### config.mk
export PLATFORM = sky130hd
export DESIGN_NAME = ext_irq_ctrl
export DESIGN_NICKNAME = d
export VERILOG_FILES = /design/src/rtl/ext_irq_ctrl.sv
export SDC_FILE = /design/constraint.sdc
export NUM_CORES = 1
export LEC_CHECK = 0
export BUFFER_PORTS_ARGS = -buffer_cell sky130_fd_sc_hd__buf_2
export CORE_MARGIN = 1.5
export CORE_UTILIZATION = 30
export DETAILED_ROUTE_END_ITERATION = 16
export SETUP_SLACK_MARGIN = 0.5
export SLEW_MARGIN = 20
export SYNTH_ARGS = -nofsm -noshare
export SYNTH_HDL_FRONTEND = slang
export SYNTH_SLANG_ARGS = --single-unit
### constraint.sdc
create_clock -name clk -period 1.84 [get_ports clk]
set_input_delay 0 -clock clk [delete_from_list [all_inputs] [get_ports clk]]
set_output_delay 0 -clock clk [all_outputs]
set_load 0.005 [all_outputs]
### src/rtl/ext_irq_ctrl.sv
module ext_irq_ctrl #(
  parameter int NUM_BANKS = 3,
  parameter logic [NUM_BANKS*32-1:0] IMPL_MASK = {32'h0000_03FF, {64{1'b1}}}
) (
  input  logic                    clk,
  input  logic                    rst_n,
  input  logic [NUM_BANKS*32-1:0] ext_in,
  input  logic                    bus_wr,
  input  logic [7:0]              bus_addr,
  input  logic [31:0]             bus_wdata,
  output logic [31:0]             bus_rdata,
  output logic [NUM_BANKS*32-1:0] irq_line,
  output logic                    irq_any
);
  localparam int LINES = NUM_BANKS * 32;

  logic [LINES-1:0] sync1, sync2, prev;
  logic [LINES-1:0] rsel, fsel, swtrig, rpend, fpend, imask, emask;
  logic [LINES-1:0] rclr, fclr, swset, rise_ev, fall_ev;
  logic [NUM_BANKS-1:0] we_rsel, we_fsel, we_imask, we_emask;

  for (genvar b = 0; b < NUM_BANKS; b++) begin : g_bank
    logic thit, mhit;
    assign thit = bus_wr && !bus_addr[7] && bus_addr[6:5] == 2'(b);
    assign mhit = bus_wr && bus_addr[7:4] == 4'(8 + b);
    assign we_rsel[b]  = thit && bus_addr[4:0] == 5'h00;
    assign we_fsel[b]  = thit && bus_addr[4:0] == 5'h04;
    assign we_imask[b] = mhit && bus_addr[3:0] == 4'h0;
    assign we_emask[b] = mhit && bus_addr[3:0] == 4'h4;
    assign swset[b*32 +: 32] = (thit && bus_addr[4:0] == 5'h08) ? bus_wdata : '0;
    assign rclr[b*32 +: 32]  = (thit && bus_addr[4:0] == 5'h0C) ? bus_wdata : '0;
    assign fclr[b*32 +: 32]  = (thit && bus_addr[4:0] == 5'h10) ? bus_wdata : '0;
  end

  assign rise_ev = sync2 & ~prev & rsel;
  assign fall_ev = ~sync2 & prev & fsel;

  always_ff @(posedge clk or negedge rst_n) begin
    if (!rst_n) begin
      sync1  <= '0;
      sync2  <= '0;
      prev   <= '0;
      rsel   <= '0;
      fsel   <= '0;
      swtrig <= '0;
      rpend  <= '0;
      fpend  <= '0;
      imask  <= '0;
      emask  <= '0;
    end else begin
      sync1  <= ext_in;
      sync2  <= sync1;
      prev   <= sync2;
      rpend  <= ((rpend & ~rclr) | rise_ev | swset) & IMPL_MASK;
      fpend  <= ((fpend & ~fclr) | fall_ev) & IMPL_MASK;
      swtrig <= ((swtrig & ~rclr) | swset) & IMPL_MASK;
      for (int b = 0; b < NUM_BANKS; b++) begin
        if (we_rsel[b])  rsel[b*32 +: 32]  <= bus_wdata & IMPL_MASK[b*32 +: 32];
        if (we_fsel[b])  fsel[b*32 +: 32]  <= bus_wdata & IMPL_MASK[b*32 +: 32];
        if (we_imask[b]) imask[b*32 +: 32] <= bus_wdata & IMPL_MASK[b*32 +: 32];
        if (we_emask[b]) emask[b*32 +: 32] <= bus_wdata & IMPL_MASK[b*32 +: 32];
      end
    end
  end

  always_comb begin
    bus_rdata = '0;
    for (int b = 0; b < NUM_BANKS; b++) begin
      if (!bus_addr[7] && bus_addr[6:5] == 2'(b)) begin
        case (bus_addr[4:0])
          5'h00:   bus_rdata = rsel[b*32 +: 32];
          5'h04:   bus_rdata = fsel[b*32 +: 32];
          5'h08:   bus_rdata = swtrig[b*32 +: 32];
          5'h0C:   bus_rdata = rpend[b*32 +: 32];
          5'h10:   bus_rdata = fpend[b*32 +: 32];
          default: bus_rdata = '0;
        endcase
      end
      if (bus_addr[7:4] == 4'(8 + b)) begin
        case (bus_addr[3:0])
          4'h0:    bus_rdata = imask[b*32 +: 32];
          4'h4:    bus_rdata = emask[b*32 +: 32];
          default: bus_rdata = '0;
        endcase
      end
    end
  end

  assign irq_line = (rpend | fpend) & imask;
  assign irq_any  = |irq_line;
endmodule

==> Word level (Yosys, flattened, before mapping) <==
Cells that the tools add are included.
{ "classes": {"n_eq_ne": 10, "n_mux": 21, "bitwise": 17, "reduce_logical": 36} }
{ "op_table": {"columns": ["cell", "count"], "rows": [
  ["bitwise AND 74 bit", 8],
  ["two-way mux 32 bit", 12],
  ["bitwise OR 74 bit", 5],
  ["one-hot mux 32 bit (5 select lines)", 2],
  ["inverter 74 bit", 4],
  ["one-hot mux 32 bit (2 select lines)", 2],
  ["OR reduction 96 bit", 1],
  ["one-hot mux 10 bit (5 select lines)", 1],
  ["logical AND 1 bit", 31],
  ["two-way mux 10 bit", 3],
  ["one-hot mux 10 bit (2 select lines)", 1],
  ["== test 4 bit, second input constant", 3],
  ["== test 5 x 4 -> 1 bit, second input constant", 2],
  ["== test 5 x 3 -> 1 bit, second input constant", 1],
  ["== test 5 bit, second input constant", 1],
  ["logical NOT 5 bit", 1],
  ["== test 4 x 3 -> 1 bit, second input constant", 1],
  ["logical NOT 4 bit", 1],
  ["== test 2 x 1 -> 1 bit, second input constant", 1],
  ["== test 2 bit, second input constant", 1],
  ["logical NOT 2 bit", 1],
  ["logical NOT 1 bit", 1]
]} }
{ "word_totals": {"regBits": 740, "in_bits": 139, "output_inout_bits": 129, "wordCells": 102} }

==> Depth between registers and ports, before layout <==
Gate-level depths: netlist (run 1).
{ "depth": {"depth_word": 9, "depth_mapped": 10, "mapped_depth_nobuf": 6} }

==> Worst setup path before layout (run 1) <==
Ideal clock, no wire load.
{ "synth_path": {"path_type": "input to register", "startpoint": "input bus_addr[3]", "endpoint": "register imask[64]", "setup_time_ps": 125, "t_arrival_ps": 1471, "t_required_ps": 1715, "setup_slack_ps": 245, "path_stages": 6, "path_buffers": 3, "path_cell_list": "buf_2 > nor4_4 > buf_2 > buf_4 > nand3_1 > mux2_2"} }
{ "synth_via": {"elab_chain_cells": 2} }
{ "synth_rtl": {"columns": ["element", "line_no", "source"], "rows": [
  ["start: declaration", "9", "input logic [7:0] bus_addr,"],
  ["logical NOT 4 bit", "28", "assign we_imask[b] = mhit && bus_addr[3:0] == 4'h0;"],
  ["logical AND 1 bit", "28", null],
  ["end signal: indexed assignment", "60", "if (we_imask[b]) imask[b*32 +: 32] <= bus_wdata & IMPL_MASK[b*32 +: 32];"],
  ["end: declaration", "18", "logic [LINES-1:0] rsel, fsel, swtrig, rpend, fpend, imask, emask;"]
]} }
Every way passes these cells.
A chain may end at the register's enable or synchronous reset.

==> Worst setup path in the final report (run 1) <==
{ "layout_path": {"startpoint": "register fpend[22]", "endpoint": "output irq_any"} }
{ "layout_via": {"elab_chain_cells": 3} }
{ "layout_rtl": {"columns": ["element", "line_no", "source"], "rows": [
  ["start: declaration", "18", null],
  ["start signal: assignment", "55", "fpend <= ((fpend & ~fclr) | fall_ev) & IMPL_MASK;"],
  ["bitwise OR 74 bit", "89", "assign irq_line = (rpend | fpend) & imask;"],
  ["bitwise AND 74 bit", "89", null],
  ["OR reduction 96 bit", "90", "assign irq_any = |irq_line;"],
  ["end: declaration", "13", "output logic irq_any"]
]} }
Every way passes these cells.

==> results.py, run 1 <==
metrics = {
    "timing": {
        "rsz0062_at_grt": "true",
        "fmax_mhz": 382,
        "hold_violations": 0,
        "setup_viol": 32,
        "fin_crit_sh_pct": 142,
        "tightest_slew_ps": 524,
        "fin_ws_ps": -779,
        "period_minus_slack_ps": 2620,
        "relSlewSlack_pct": 65.1,
        "maxSlewViolCount": 0,
        "skew_ps": 23.8,
    },
    "pwr": {
        "leakage_uw": 0.0199,
        "power_density_nw_per_um2": 969,
        "p_total_uw": 41600,
        "vdd_ir_drop_max_v": 0.000598,
    },
    "route": {
        "first_pass_iters": 6,
        "num_vias": 24100,
        "post_drt_wl_per_cell_um": 23.6,
        "routed_wl_mm": 108,
        "ant_nets": 0,
        "drcViolationCount": 0,
        "avgViaCountPerCell": 5.25,
        "first_iter_violations": 2118,
    },
    "layout": {
        "fin_util_pct": 42.1,
        "layout-area-overhead-vs-synth_pct": 39.5,
        "fill_cells": 9399,
        "fin_area_um2": 42900,
        "nets": 3294,
        "drive_above_1_share_pct": 39.2,
    },
    "floorplanning": {
        "dieWidth_um": 323,
        "dieArea_um2": 104000,
        "num_rows": 117,
        "die_h_um": 323,
        "start_util_pct": 30.2,
        "io_pins": 268,
        "core_um2": 102000,
    },
    "placed_design": {
        "placed_area_um2": 36800,
        "gp_congestion": 0.852,
        "portBuffers": 223,
        "detailed_place_hpwl_mm": 72.5,
        "post-place-ws_ps": -693,
    },
    "worst_setup_path": {
        "crit_path_end_kind": "output port",
        "crit_type": "reg -> out",
        "startpoint_type": "register",
        "r2r_cells": 4,
        "critPathArrivalTime_ps": 2620,
        "critPathMaxFanout": 2,
        "required_ps": 1840,
    },
    "cts": {
        "root_buffer": "clkbuf_16",
        "clk_latency_ps": 640,
        "numCtsBuffers": 77,
        "clk_pin_slew_ps": 70,
        "h-tree-depth": 3,
        "clock-sinks": 740,
        "ctsLongestPathBuffers": 3,
        "cts_tree": "built",
    },
    "synthesis": {
        "synth_top_cell_by_area": "dfrtp_1",
        "synth_top_flop_cell": "dfrtp_1",
        "syn_area_per_cell_um2": 12.5,
        "yosysTopAreaCellShare_pct": 60.3,
        "ys_seq_area_share_pct": 60.3,
        "syn_inst": 2458,
        "synth_edf_count": 0,
        "yosys-top-cells-area": "dfrtp_1, mux2_2, a221o_1",
        "synthesis.area_um2": 30700,
        "ys_seq_elements": 740,
        "synthArstFlopShare_pct": 100,
        "netlist-cell-type-count": 54,
        "yosysWarnings": 0,
    },
    "run_status": {
        "violations": "negative setup slack",
        "status": "finished with violations",
    },
    "global_route": {
        "grt_overflow": 0,
        "antenna_found_initial": 7,
        "grt_pass1_wl_mm": 160,
        "grt_usage_pct": 20.6,
        "grt_pass1_vias": 24400,
        "grt_max_degree": 93,
    },
    "run": {
        "cap_violations": 0,
    },
    "min_path": {
        "hold_class": "in -> async",
    },
}
==> final timing paths <==
check                                    start              endpoint  slack [ps]
min in group clk                    ext_in[12]   sync1[12]$_DFF_PN0_          20
max reg2reg                rpend[27]$_DFF_PN0_   rpend[27]$_DFF_PN0_         690
max                        fpend[22]$_DFF_PN0_               irq_any        -780
min reg2reg                sync1[39]$_DFF_PN0_   sync2[39]$_DFF_PN0_         340
max in group asynchronous                rst_n  fsel[49]$_DFFE_PN0P_        1230
min                                      rst_n   sync1[70]$_DFF_PN0_          20
==> through the flow <==
| stage | cells | hold slack [ps] | TNS (ps) |
|---|---|---|---|
| detailed placement | 4250 | -93.3 | -7170 |
| finish | 4591 | 18.2 | -8050 |
| global placement | 4250 | -92.0 | -7170 |
| CTS | 4565 | 0.0570 | -8360 |
| floorplan | 2479 | -296 | 0 |
| global route | 4589 | 9.41 | -10620 |
==> power by group <==
| part | total, uW | switching [uW] | internal (uW) |
|---|---|---|---|
| combinational | 5720 | 2440 | 3290 |
| sequential | 18900 | 1120 | 17800 |
| clock | 16900 | 6740 | 10200 |
==> registers in the layout (all words and copies together), names as in the netlist <==
signal	count
emask	74
imask	74
fpend	74
swtrig	74
fsel	74
sync1	74
rpend	74
sync2	74
prev	74
rsel	74
==> logic make-up after synthesis <==
| family | Yosys count | share of synthesized area, % |
|---|---|---|
| other | 1 | 0.0122 |
| multiplexers | 328 | 12.1 |
| AO/OA/AOI/OAI | 627 | 16.7 |
| AND/OR/NAND/NOR | 492 | 7.05 |
| buffers and inverters | 270 | 3.90 |
| flip-flops | 740 | 60.3 |
==> cell usage in the layout (no fill, tap or decap), types with 52 or more instances in the layout <==
cell type	instances
dlygate4sd3_1	135
a32o_1	71
a21oi_1	52
dfrtp_1	740
nand2_1	247
buf_6	152
nor2_1	85
mux2_2	263
a221o_1	100
a22oi_1	65
inv_1	71
buf_2	164
a22o_1	83
buf_4	264
clkbuf_16	79
buf_12	78
==> metal layers <==
metal  up-vias  global-route usage (%)  routed length [um]  share of wire, %
met3       187                    3.29                6750               6.2
met5         -                       0                   0                 0
met4         0                    7.55                3820               3.5
met1     12500                    27.9               46900                43
li1      10500                       -                   -                 -
met2       939                    33.2               50900                47
==> synthesized netlist by cell type, drive strengths merged (3+ instances only) <==
master,n
a21oi,56
and3,4
nand3,64
a22oi,112
mux4,5
nor2,97
a31oi,3
nor3b,3
nor3,33
and3b,3
and2,4
a221oi,42
mux2i,18
o221ai,4
mux2,305
dfrtp,740
a32oi,21
a32o,71
buf,102
inv,71
a221o,100
o21ai,34
a222oi,9
a22o,83
clkbuf,97
nor2b,3
o22ai,6
nor4,20
o21a,75
nand2,252
==> repair_timing <==
action | in CTS | in global routing
setup endpoints to repair | 107 | 142
cloned | 2 | 0
resized for setup | 222 | 126
pin swaps | 96 | 78
hold buffers | 136 | 0
hold endpoints to repair | 1332 | 0
buffers inserted | 36 | 20
==> worst max-delay path, cell delays in order (launching register included) <==
cell,delay [ps]
dfrtp_1,390
o21a_1,200
nor4_1,300
buf_4,180
nand3_4,100
nor3_4,210
nand3_2,110
or3_4,370
buf_6,130
==> final cells by class <==
cell class | count | area, um2 | share of cell area [%]
inverters | 71 | 267 | 0.622
diodes | 6 | 15.0 | 0.0350
well taps | 1368 | 1710 | 3.99
clock buffers | 104 | 2210 | 5.16
multi-input cells | 1469 | 12100 | 28.3
repair buffers | 796 | 7500 | 17.5
flip-flops and latches | 740 | 18500 | 43.2
clock inverters | 37 | 531 | 1.24
(Power assumes the default switching activity.)
==> run 2, diff against run 1 <==
- CORE_MARGIN: 1.5 -> 2
- clock period: 1.84 -> 3 ns (I/O delays scaled with it)
==> run 2 against run 1 <==
The run ends with negative hold slack left. Count of clock-buffer cells in the layout rose by 6. Non-clock buffer count fell by 304. Critical path depth fell by 1. Combinational power fell by 62%. Clock skew fell by 2.5 ps. Via count fell by 5.0%. Die area rose by 0.62%. Flip-flop and latch count did not move. Critical endpoint unchanged. Largest power group unchanged.
==> results.py, run 2 (synthesis results as in run 1) <==
metrics = {
    "run_status": {
        "status": "finished with violations",
        "violations": "negative hold slack",
    },
    "global_route": {
        "grt_max_degree": 82,
        "grt_pass1_vias": 23100,
        "grt_usage_pct": 19.8,
        "grt_overflow": 0,
        "antenna_found_initial": 9,
        "grt_pass1_wl_mm": 154,
    },
    "timing": {
        "fmax_mhz": 373,
        "rsz0062_at_grt": "true",
        "fin_tns_setup_ps": 0,
        "setup_viol": 0,
        "relSlewSlack_pct": 43.0,
        "period_minus_slack_ps": 2680,
        "maxSlewViolCount": 0,
        "fin_hold_ws_ps": -6.91,
        "hold_violations": 1,
        "tightest_slew_ps": 855,
        "skew_ps": 21.3,
        "fin_crit_sh_pct": 89.4,
    },
    "worst_setup_path": {
        "required_ps": 3000,
        "crit_path_start": "fpend[61]$_DFF_PN0_",
        "path_cells": "o21a_4 -> nor4_2 -> buf_4 -> and4_4 -> nand3_1 -> or3_4 -> buf_2",
        "crit_family": "simple AND/OR/NAND/NOR gates",
        "cp_slowest_stage_delay_ps": 410,
        "rr_startpoint": "sync2[32]$_DFF_PN0_",
        "reg2reg_slack_ps": 2000,
        "slowest_stage": "dfrtp_1",
        "critPathMaxFanout": 3,
        "crit_type": "reg -> out",
        "critPathArrivalTime_ps": 2680,
        "startpoint_type": "register",
        "crit_path_end_kind": "output port",
        "path_buf_inv": 2,
    },
    "floorplanning": {
        "die_h_um": 324,
        "start_util_pct": 30.2,
        "dieArea_um2": 105000,
        "num_rows": 117,
        "io_pins": 268,
        "core_um2": 102000,
        "dieWidth_um": 324,
    },
    "layout": {
        "fill_cells": 9823,
        "fin_util_pct": 37.7,
        "layout_common_cells": "dfrtp_1, mux2_2, nand2_1",
        "final_cells": 4282,
        "drive_above_1_share_pct": 27.2,
        "mostFrequentLayoutCell": "dfrtp_1",
        "nets": 2992,
        "layout-area-overhead-vs-synth_pct": 25.0,
    },
    "run": {
        "cap_violations": 0,
    },
    "pwr": {
        "vdd_ir_drop_max_v": 0.000355,
        "leakage_uw": 0.0177,
        "power_density_nw_per_um2": 623,
    },
    "route": {
        "drcViolationCount": 0,
        "ant_nets": 0,
        "avgViaCountPerCell": 5.35,
        "post_drt_wl_per_cell_um": 24.3,
        "first_pass_iters": 6,
        "routed_wl_mm": 104,
        "num_vias": 22900,
        "first_iter_violations": 2252,
    },
    "placed_design": {
        "gp_congestion": 0.838,
        "portBuffers": 223,
        "dp_cells": 3984,
        "detailed_place_hpwl_mm": 67.3,
    },
    "cts": {
        "cts_tree": "built",
        "clk_pin_slew_ps": 60,
        "clk_latency_ps": 640,
        "numCtsBuffers": 79,
        "root_buffer": "clkbuf_16",
        "clock-sinks": 740,
        "h-tree-depth": 3,
        "ctsLongestPathBuffers": 3,
    },
    "min_path": {
        "hold_class": "in -> async",
    },
}
[run 2: path summary, 6_finish.rpt]
path	to	cells past startpoint
worst max-delay path	irq_any	7
min in group clk	sync1[40]$_DFF_PN0_	2
worst min register to register	sync2[17]$_DFF_PN0_	0
worst min-delay path	sync1[38]$_DFF_PN0_	2
worst max register to register	rpend[32]$_DFF_PN0_	3
max in group asynchronous	sync2[57]$_DFF_PN0_	3
[run 2: timing repair]
action	4_1_cts	5_1_grt
hold buffers	154	0
resized for setup	22	10
setup endpoints to repair	3	6
hold endpoints to repair	823	0
pin swaps	4	6
setup buffers	2	0
[run 2: report_power, final]
part	switching [uW]	internal, uW
combinational	1070	1120
clock	4120	5920
sequential	771	10900
[run 2: routing by layer]
layer	global-route usage (%)	vias up	part of all wire [%]
met3	4.30	230	7.8
met4	8.64	8	4.0
met1	27.2	11900	44
met2	30.0	882	44
li1	-	9945	-
met5	0	-	0.049
[run 2: cell type report]
class                   instances  area (um2)  share of cell area [%]
diodes                          2        5.00                  0.0130
clock buffers                 110        2280                    5.93
clock inverters                30         369                   0.961
inverters                      71         267                   0.694
multi-input cells            1469       11400                    29.6
flip-flops and latches        740       18500                    48.2
well taps                    1368        1710                    4.46
repair buffers                492        3890                    10.1
[run 2: worst register-to-register path, stage by stage, from the launching register on]
cell and delay [ps]:
dfrtp_1 480, nand2_1 110, nor2_1 50, a221o_1 250
[run 2: stage by stage]
step	power (uW)	cell area (um2)	setup WS (ps)
5_1_grt	24900	38400	217
4_1_cts	24100	38400	308
6_report	23900	38400	319
3_3_place_gp	13800	34000	490
3_5_place_dp	13800	34000	494
2_1_floorplan	12800	30800	1400
==> run 3, diff against run 2 <==
- SETUP_SLACK_MARGIN: 0.5 -> unset
==> run 3 against run 2 <==
The run still ends with negative hold slack left. Hold slack got worse by 14 ps. Sequential power about the same. Clock skew about the same. Non-clock buffer count decreased by 1. Combinational power about the same. Maximum frequency fell by 9.7%. Final cell count is essentially flat. Via count barely moved. First-iteration DRC count is 1.5% lower. Power hardly changed. Wire length fell by 0.15%. Global-route usage about the same.
==> results.py, run 3 (synthesis results as in run 1) <==
metrics = {
    "run_status": {
        "status": "finished with violations",
        "violations": "negative hold slack",
    },
    "route": {
        "routed_wl_mm": 104,
        "avgViaCountPerCell": 5.35,
        "post_drt_wl_per_cell_um": 24.3,
        "num_vias": 22900,
        "drcViolationCount": 0,
        "ant_nets": 0,
        "first_iter_violations": 2218,
        "first_pass_iters": 6,
    },
    "cts": {
        "post_cts_buffers": 0,
        "h-tree-depth": 3,
        "clock-sinks": 740,
        "numCtsBuffers": 79,
        "clk_pin_slew_ps": 60,
        "cts_tree": "built",
        "ctsLongestPathBuffers": 3,
        "clk_latency_ps": 640,
        "root_buffer": "clkbuf_16",
    },
    "layout": {
        "mostFrequentLayoutCell": "dfrtp_1",
        "nets": 2991,
        "seq_area_um2": 18500,
        "drive_above_1_share_pct": 26.5,
        "final_cells": 4283,
        "fin_area_um2": 38300,
        "multi_input_area_um2": 11300,
        "layout_common_cells": "dfrtp_1, mux2_2, nand2_1",
        "layout-area-overhead-vs-synth_pct": 24.6,
        "fill_cells": 9842,
        "fin_util_pct": 37.6,
    },
    "global_route": {
        "grt_pass1_wl_mm": 154,
        "grt_overflow": 0,
        "antenna_found_initial": 9,
        "grt_pass1_vias": 23100,
        "grt_max_degree": 82,
        "grt_usage_pct": 19.8,
    },
    "run": {
        "cap_violations": 0,
    },
    "worst_setup_path": {
        "slowest_stage": "nor4_1",
        "critPathArrivalTime_ps": 2970,
        "crit_family": "simple AND/OR/NAND/NOR gates",
        "required_ps": 3000,
        "crit_type": "reg -> out",
        "path_cells": "o21a_1 -> nor4_1 -> nand2_1 -> or3_1 -> buf_2",
        "r2r-end": "rpend[32]$_DFF_PN0_",
        "r2r_cells": 3,
        "startpoint_type": "register",
        "rr_startpoint": "sync2[32]$_DFF_PN0_",
        "cp_slowest_stage_delay_ps": 600,
        "reg2reg_slack_ps": 2000,
        "critPathMaxFanout": 3,
        "path_buf_inv": 1,
        "cp.depth": 5,
        "crit_path_end_kind": "output port",
    },
    "pwr": {
        "power_density_nw_per_um2": 624,
        "pwr-share-clk_pct": 42.0,
        "share_comb_of_total_power_pct": 9.0,
        "leakage_uw": 0.0177,
        "p_int_uw": 17900,
        "p_sw_uw": 5960,
        "p_seq_share_pct": 48.9,
        "p_total_uw": 23900,
        "swShare_pct": 24.9,
        "vdd_ir_drop_max_v": 0.000355,
    },
    "floorplanning": {
        "core_um2": 102000,
        "start_util_pct": 30.2,
        "dieArea_um2": 105000,
        "dieWidth_um": 324,
        "num_rows": 117,
        "die_h_um": 324,
        "io_pins": 268,
    },
    "placed_design": {
        "gp_congestion": 0.838,
        "dp_cells": 3984,
        "portBuffers": 223,
        "detailed_place_hpwl_mm": 67.3,
        "placed_area_um2": 34000,
    },
    "timing": {
        "skew_ps": 21.6,
        "hold_violations": 2,
        "setup_viol": 0,
        "fmax_mhz": 337,
        "rsz0062_at_grt": "false",
        "period_minus_slack_ps": 2970,
        "fin_tns_setup_ps": 0,
        "relSlewSlack_pct": 42.3,
        "fin_crit_sh_pct": 98.9,
        "tightest_slew_ps": 866,
        "maxSlewViolCount": 0,
        "fin_hold_ws_ps": -20.9,
    },
    "min_path": {
        "hold_class": "in -> async",
    },
}
==> run 3: changes by cell type in the layout (fill, tap and decap cells not counted), moves of 2 or more <==
cell	before	now
nor3_1	26	29
buf_4	87	85
o21a_4	2	0
o21a_1	71	74
diode_2	2	4
nor4_1	9	15
nor3_2	5	2
nor4_2	7	2
==> run 3: through the flow <==
step           worst slack (ps)  hold WS (ps)
2_1_floorplan              1400          -296
6_report                   32.1         -20.9
4_1_cts                    16.4          1.38
3_5_place_dp                494           109
5_1_grt                    26.0          25.4
3_3_place_gp                490           108
==> run 3: repair_timing <==
action,CTS,global route
setup endpoints to repair,1,1
endpoints found under the hold margin,823,0
hold buffers,155,0
resized for setup,1,7
==> run 3: layout make-up <==
type / count / area share (%)
clock buffers: 110 / 5.94
inverters: 71 / 0.696
repair buffers: 491 / 10.1
multi-input cells: 1469 / 29.4
diodes: 4 / 0.0261
clock inverters: 30 / 0.964
well taps: 1368 / 4.47
flip-flops and latches: 740 / 48.4
==> run 3: worst register-to-register path, stage by stage (launching register included) <==
cell	delay, ps
dfrtp_1	480
nand2_1	110
nor2_1	50
a221o_1	250
==> run 3: worst max path at each step <==
stage,startpoint,endpoint,slack (ps)
4_1_cts,rpend[24]$_DFF_PN0_,irq_any,20
6_report,fpend[36]$_DFF_PN0_,irq_any,30
3_3_place_gp,bus_addr[2],bus_rdata[9],490
3_5_place_dp,bus_addr[2],bus_rdata[9],490
5_1_grt,fpend[44]$_DFF_PN0_,irq_any,30
2_1_floorplan,bus_addr[3],imask[64]$_DFFE_PN0P_,1400
==> run 3: routing by layer <==
layer	global-route usage [%]	up-vias	wire, um
met4	8.86	6	4320
li1	-	9958	-
met2	29.9	939	45800
met1	27.3	11800	45300
met3	4.10	227	8560
met5	0	-	44
==> run 3: power by group through the flow <==
stage	Sequential (uW)	Combinational [uW]	Clock, uW
after global placement	11800	1950	0
after detailed placement	11800	2010	0
final	11700	2160	10100
after CTS	11700	2170	10200
after global routing	11800	2360	10700
after floorplan	11600	1180	0
